**src/rtl/ssm_pkg.sv**
```systemverilog
`timescale 1ns/1ps
package ssm_pkg;
  localparam int CH_AW     = 2;
  localparam int NUM_CH    = 1 << CH_AW;
  localparam int FRAME_LEN = 16;
  localparam int DATA_W    = 12;

  typedef enum logic [2:0] {
    ST_IDLE,
    ST_GAP,
    ST_SETUP,
    ST_LOW,
    ST_HIGH
  } ssm_state_e;

  // Sixteen-bit outgoing stream, first bit in the MSB.
  function automatic logic [FRAME_LEN-1:0] make_cmd(input logic [CH_AW-1:0] addr,
                                                    input logic coding);
    return {1'b1, 1'b0, 2'b00, addr, 2'b11, 2'b00, 1'b0, coding, 4'b0000};
  endfunction
endpackage

```
**src/rtl/ssm_half_timer.sv**
```systemverilog
`timescale 1ns/1ps
module ssm_half_timer #(
  parameter int DIV_HALF = 5
) (
  input  logic clk,
  input  logic rst_n,
  input  logic active,
  output logic tick
);
  localparam int CW = (DIV_HALF > 1) ? $clog2(DIV_HALF) : 1;

  logic [CW-1:0] cnt_q, cnt_d;

  assign tick = active && (cnt_q == CW'(DIV_HALF - 1));

  always_comb begin
    if (!active || tick) cnt_d = '0;
    else                 cnt_d = cnt_q + CW'(1);
  end

  always_ff @(posedge clk or negedge rst_n) begin
    if (!rst_n) cnt_q <= '0;
    else        cnt_q <= cnt_d;
  end
endmodule

```
**src/rtl/ssm_chan_pick.sv**
```systemverilog
`timescale 1ns/1ps
module ssm_chan_pick #(
  parameter int AW = 2,
  parameter int N  = 1 << AW
) (
  input  logic [AW-1:0] last,
  input  logic [N-1:0]  mask,
  output logic [AW-1:0] pick,
  output logic          any
);
  // First enabled channel after 'last', wrapping; nearest candidate wins.
  always_comb begin
    pick = last;
    for (int k = N; k >= 1; k--) begin
      if (mask[AW'(last + AW'(k))]) pick = AW'(last + AW'(k));
    end
  end

  assign any = |mask;
endmodule

```
**src/rtl/spi_scan_master.sv**
```systemverilog
`timescale 1ns/1ps
module spi_scan_master
  import ssm_pkg::*;
#(
  parameter int DIV_HALF  = 5,
  parameter int QUIET_CYC = 10
) (
  input  logic              clk,
  input  logic              rst_n,
  input  logic              run,
  input  logic [NUM_CH-1:0] ch_mask,
  input  logic              coding_sel,
  output logic              spi_cs_n,
  output logic              spi_sclk,
  output logic              spi_mosi,
  input  logic              spi_miso,
  output logic              res_valid,
  output logic [CH_AW-1:0]  res_tag,
  output logic [DATA_W-1:0] res_data,
  output logic              res_err
);
  localparam int BW = $clog2(FRAME_LEN + 1);
  localparam int GW = (QUIET_CYC > 1) ? $clog2(QUIET_CYC) : 1;

  // Reset: asserted asynchronously, released on a clock edge.
  logic [1:0] rst_sync_q;
  logic       rst_ni;
  always_ff @(posedge clk or negedge rst_n) begin
    if (!rst_n) rst_sync_q <= '0;
    else        rst_sync_q <= {rst_sync_q[0], 1'b1};
  end
  assign rst_ni = rst_sync_q[1];

  ssm_state_e           state_q, state_d;
  logic                 cs_n_q, cs_n_d, sclk_q, sclk_d;
  logic [FRAME_LEN-1:0] tx_q, tx_d, rx_q, rx_d;
  logic [BW-1:0]        bit_q, bit_d;
  logic [GW-1:0]        gap_q, gap_d;
  logic [CH_AW-1:0]     last_q, last_d, cur_q, cur_d, prev_q, prev_d;
  logic                 pvld_q, pvld_d;
  logic                 rv_q, rv_d, rerr_q, rerr_d;
  logic [CH_AW-1:0]     rtag_q, rtag_d;
  logic [DATA_W-1:0]    rdata_q, rdata_d;
  logic                 tmr_active, half_tick, any_ch;
  logic [CH_AW-1:0]     pick_ch;

  assign tmr_active = (state_q == ST_SETUP) || (state_q == ST_LOW) || (state_q == ST_HIGH);

  ssm_half_timer #(.DIV_HALF(DIV_HALF)) u_tmr (
    .clk   (clk),
    .rst_n (rst_ni),
    .active(tmr_active),
    .tick  (half_tick)
  );

  ssm_chan_pick #(.AW(CH_AW)) u_pick (
    .last(last_q),
    .mask(ch_mask),
    .pick(pick_ch),
    .any (any_ch)
  );

  always_comb begin
    state_d = state_q;  cs_n_d = cs_n_q;   sclk_d = sclk_q;
    tx_d    = tx_q;     rx_d   = rx_q;     bit_d  = bit_q;   gap_d = gap_q;
    last_d  = last_q;   cur_d  = cur_q;    prev_d = prev_q;  pvld_d = pvld_q;
    rv_d    = 1'b0;     rtag_d = rtag_q;   rdata_d = rdata_q; rerr_d = rerr_q;
    unique case (state_q)
      ST_IDLE: begin
        if (run && any_ch) begin
          state_d = ST_SETUP;
          cs_n_d  = 1'b0;
          tx_d    = make_cmd(pick_ch, coding_sel);
          cur_d   = pick_ch;
          last_d  = pick_ch;
          bit_d   = '0;
        end else begin
          last_d = CH_AW'(NUM_CH - 1);
          pvld_d = 1'b0;
        end
      end
      ST_SETUP: begin
        if (half_tick) begin
          state_d = ST_LOW;
          sclk_d  = 1'b0;
        end
      end
      ST_LOW: begin
        if (half_tick) begin
          state_d = ST_HIGH;
          sclk_d  = 1'b1;
          rx_d    = {rx_q[FRAME_LEN-2:0], spi_miso};
          tx_d    = {tx_q[FRAME_LEN-2:0], 1'b0};
          bit_d   = bit_q + BW'(1);
        end
      end
      ST_HIGH: begin
        if (half_tick) begin
          if (bit_q == BW'(FRAME_LEN)) begin
            state_d = ST_GAP;
            cs_n_d  = 1'b1;
            gap_d   = '0;
            rv_d    = pvld_q;
            rtag_d  = rx_q[DATA_W+CH_AW-1:DATA_W];
            rdata_d = rx_q[DATA_W-1:0];
            rerr_d  = (rx_q[FRAME_LEN-1:DATA_W+CH_AW] != '0) ||
                      (rx_q[DATA_W+CH_AW-1:DATA_W] != prev_q);
            prev_d  = cur_q;
            pvld_d  = 1'b1;
          end else begin
            state_d = ST_LOW;
            sclk_d  = 1'b0;
          end
        end
      end
      ST_GAP: begin
        if (gap_q == GW'(QUIET_CYC - 1)) state_d = ST_IDLE;
        else                             gap_d   = gap_q + GW'(1);
      end
      default: state_d = ST_IDLE;
    endcase
  end

  always_ff @(posedge clk or negedge rst_ni) begin
    if (!rst_ni) begin
      state_q <= ST_IDLE;  cs_n_q <= 1'b1;  sclk_q <= 1'b1;
      tx_q    <= '0;       rx_q   <= '0;    bit_q  <= '0;   gap_q <= '0;
      last_q  <= CH_AW'(NUM_CH - 1);        cur_q  <= '0;   prev_q <= '0;
      pvld_q  <= 1'b0;     rv_q   <= 1'b0;  rtag_q <= '0;   rdata_q <= '0;
      rerr_q  <= 1'b0;
    end else begin
      state_q <= state_d;  cs_n_q <= cs_n_d;  sclk_q <= sclk_d;
      tx_q    <= tx_d;     rx_q   <= rx_d;    bit_q  <= bit_d;  gap_q <= gap_d;
      last_q  <= last_d;   cur_q  <= cur_d;   prev_q <= prev_d;
      pvld_q  <= pvld_d;   rv_q   <= rv_d;    rtag_q <= rtag_d; rdata_q <= rdata_d;
      rerr_q  <= rerr_d;
    end
  end

  assign spi_cs_n  = cs_n_q;
  assign spi_sclk  = sclk_q;
  assign spi_mosi  = tx_q[FRAME_LEN-1];
  assign res_valid = rv_q;
  assign res_tag   = rtag_q;
  assign res_data  = rdata_q;
  assign res_err   = rerr_q;
endmodule

```
**config.mk**
```make
export PLATFORM = sky130hd
export DESIGN_NAME = spi_scan_master
export DESIGN_NICKNAME = d
export VERILOG_FILES = /design/src/rtl/ssm_pkg.sv /design/src/rtl/ssm_half_timer.sv /design/src/rtl/ssm_chan_pick.sv /design/src/rtl/spi_scan_master.sv
export SDC_FILE = /design/constraint.sdc
export NUM_CORES = 1
export LEC_CHECK = 0
export BUFFER_PORTS_ARGS = -buffer_cell sky130_fd_sc_hd__buf_2
export CAP_MARGIN = 15
export CORE_AREA = 2 2 85 87
export CTS_CLUSTER_SIZE = 30
export DETAILED_ROUTE_END_ITERATION = 10
export DIE_AREA = 0 0 87 89
export SLEW_MARGIN = 20
export SYNTH_ARGS = -nofsm -noshare
export SYNTH_HDL_FRONTEND = slang
export SYNTH_SLANG_ARGS = --single-unit
```
**constraint.sdc**
```tcl
create_clock -name clk -period 3.45 [get_ports clk]
set_input_delay 0 -clock clk [delete_from_list [all_inputs] [get_ports clk]]
set_output_delay 0 -clock clk [all_outputs]
set_load 0.005 [all_outputs]
```
==> results.py <==
metrics = {
    "run_status": {
        "status": "finished clean",
    },
    "timing": {
        "min_period_over_period": 0.603,
        "clock_skew_ns": 0.0166,
        "hold_viol": 0,
        "rsz0062_at_grt": "false",
        "setup_tns_ns": 0,
        "finalMaxSlewViolations": 0,
        "worstMarginPinSlew_ns": 0.769,
        "fmax_mhz": 480,
        "slew_headroom": 0.486,
        "finalSetupViolations": 0,
        "setup_ws_ns": 1.37,
        "final.min_clock_period_ns": 2.08,
    },
    "finish": {
        "drive_gt1_frac": 0.157,
        "fillers": 610,
        "nets": 347,
        "register_area_sq_um": 1760,
        "area_growth_pct": 14.4,
        "antenna_cells": 0,
        "multi_input_area_sq_um": 1110,
    },
    "clock_tree": {
        "cts_tree": "built",
        "clk_pin_slew_worst_paths_ns": 0.07,
        "clk_latency_ns": 0.34,
        "clockBufferDepth": 2,
        "cts.sinks": 70,
        "cts_buffers": 9,
        "ctsRootBufferMaster": "clkbuf_8",
        "hold_buffers": 4,
        "htreeDepth": 3,
        "postCtsSetupBuffers": 0,
        "post_cts_resized": 0,
    },
    "yosys": {
        "yosysTopAreaCellShare": 0.553,
        "ys_ff_latch": 70,
        "netlist.top_cell.by_area": "dfrtp_1",
        "synthArstFlopShare": 1.00,
        "syn_avg_cell_area_sq_um": 9.89,
        "yosysUniqueCellTypes": 46,
        "synth_area_leaders": "dfrtp_1 55%, nand2_1 14%, dfstp_2 3.5%",
        "ys_seq_area_frac": 0.588,
        "yosys_warnings": 0,
        "synth_fp_nets": 317,
        "syn_inst": 302,
        "syn_area_sq_um": 2990,
        "ys.flop_type": "dfrtp_1",
        "synth_edf_count": 0,
    },
    "global_routing": {
        "grtUsageTotal": 0.159,
        "grt_pass1_vias": 1972,
        "grt.overflow.total": 0,
        "grt_pass1_wl_um": 9420,
        "antenna_found_initial": 0,
        "grt_start_max_net_pins": 45,
    },
    "routing": {
        "ant_nets": 0,
        "vias": 2071,
        "via_per_inst": 4.97,
        "initialDrtViolationCount": 96,
        "drc": 0,
        "drt-pass1-iter-count": 4,
        "routed_wl_um": 5470,
        "routedWlPerCell_um": 13.1,
    },
    "min_path": {
        "hold_start": "ch_mask[3]",
        "hp-class": "input pin to flop",
    },
    "critical_path": {
        "cp.arrival_ns": 2.34,
        "reg2reg_from": "state_q[1]",
        "path_class": "flop to flop",
        "cp_max_fo": 19,
        "startpoint": "state_q[1]",
        "critPathCaptureType": "flop",
        "start_kind": "flop",
        "critical_path_required_ns": 3.71,
    },
    "floorplanning": {
        "io_pins": 28,
        "die_y_um": 89,
        "die_w_um": 87,
        "num_rows": 30,
        "start_util": 0.445,
        "die_area_sq_um": 7740,
        "core_area_sq_um": 6720,
    },
    "placement": {
        "io_buffer_count": 27,
        "gp_congestion": 0.730,
        "detailedPlace.worstSlack_ns": 1.35,
        "dp_hpwl_um": 3620,
    },
    "power_and_ir_drop": {
        "power_density_nw_per_um2": 664,
        "fin_total_pwr_mw": 2.27,
        "leakagePower_nw": 1.81,
        "ir_worst_vdd_uv": 343,
    },
    "flow_run": {
        "max_cap_viol_count": 0,
    },
}
==> layout make-up <==
class                   count  area share
well taps                  80      0.0293
inverters                   9     0.00989
clock inverters             5      0.0238
clock buffers              11      0.0414
repair buffers             33      0.0557
flip-flops and latches     70       0.514
multi-input cells         209       0.326
==> synth_stat cells (2+ instances only) <==
library cell	n
a21oi_1	5
a22o_1	7
a22oi_1	2
and2_0	3
and3_1	5
buf_2	5
buf_4	3
buf_6	2
clkbuf_1	4
dfrtp_1	66
dfstp_2	4
ha_1	6
inv_1	9
nand2_1	111
nand2b_1	2
nand3_1	5
nand4_1	2
nor2_1	15
nor3_1	2
o21ai_0	9
o22a_1	3
o41a_1	2
xor2_1	7
==> metal layers <==
metal,vias to the layer above,share of wire,track usage,wire length [um]
met5,-,0,0,0
met4,0,0.010,0.0923,57
met1,975,0.50,0.218,2750
met3,5,0.030,0.0277,164
met2,34,0.46,0.238,2490
li1,1057,-,-,-
==> worst max-delay path, stage by stage, from the launching register on <==
cell and delay [ns]:
dfrtp_1 0.54, or3b_1 0.57, nor3_4 0.68, nor2_1 0.09, nor2_1 0.12
==> per-stage QoR <==
stage          hold WS [ns]  instance area (sq um)  utilization  instances
6_report              0.104                   3420        0.509        417
5_1_grt               0.136                   3420        0.509        417
4_1_cts              0.0964                   3420        0.509        417
3_5_place_dp         -0.208                   3150        0.469        397
3_3_place_gp         -0.215                   3150        0.469        397
2_1_floorplan        -0.296                   2990            -        302
==> worst paths after layout <==
path	end	slack, ns	cells past startpoint
max reg2reg	spi_cs_n	1.37	4
min reg2reg	tx_q[4]	0.25	0
max	spi_cs_n	1.37	4
min in group asynchronous	tx_q[4]	0.25	0
min	cur_q[0]	0.10	3
max in group asynchronous	spi_sclk	2.25	1
==> where the power goes <==
group / switching, mW / internal (mW) / leakage, nW
Combinational: 0.225 / 0.184 / 0.787
Clock: 0.308 / 0.429 / 0.110
Sequential: 0.138 / 0.986 / 0.912
==> state kept, by name, summed over array words and instances, names as in the netlist, 3 cells and up <==
register	count
state_q	3
u_tmr.cnt_q	3
tx_q	12
gap_q	4
res_data	12
rx_q	16
bit_q	5
==> cell families after synthesis <==
family / share of synthesized area
flops: 0.588
compound gates: 0.0980
xor+xnor: 0.0235
fa+ha+maj: 0.0251
other cells: 0.00126
mux: 0.00335
simple gates: 0.221
buf+inv: 0.0398
==> layout by cell type, fill, tap and decap left out, types with 2 or more instances in the layout <==
master / instances
a21oi_1: 5
a22o_1: 7
a22oi_1: 2
and2_0: 3
and3_1: 5
buf_2: 27
buf_4: 2
bufinv_16: 2
clkbuf_8: 10
dfrtp_1: 65
dfstp_2: 4
dlygate4sd3_1: 4
ha_1: 6
inv_1: 9
nand2_1: 111
nand2b_1: 2
nand3_1: 5
nand4_1: 2
nor2_1: 15
nor3_1: 2
o21ai_0: 9
o22a_1: 3
o41a_1: 2
xor2_1: 7
No activity file was read; power rests on OpenSTA's default activity.
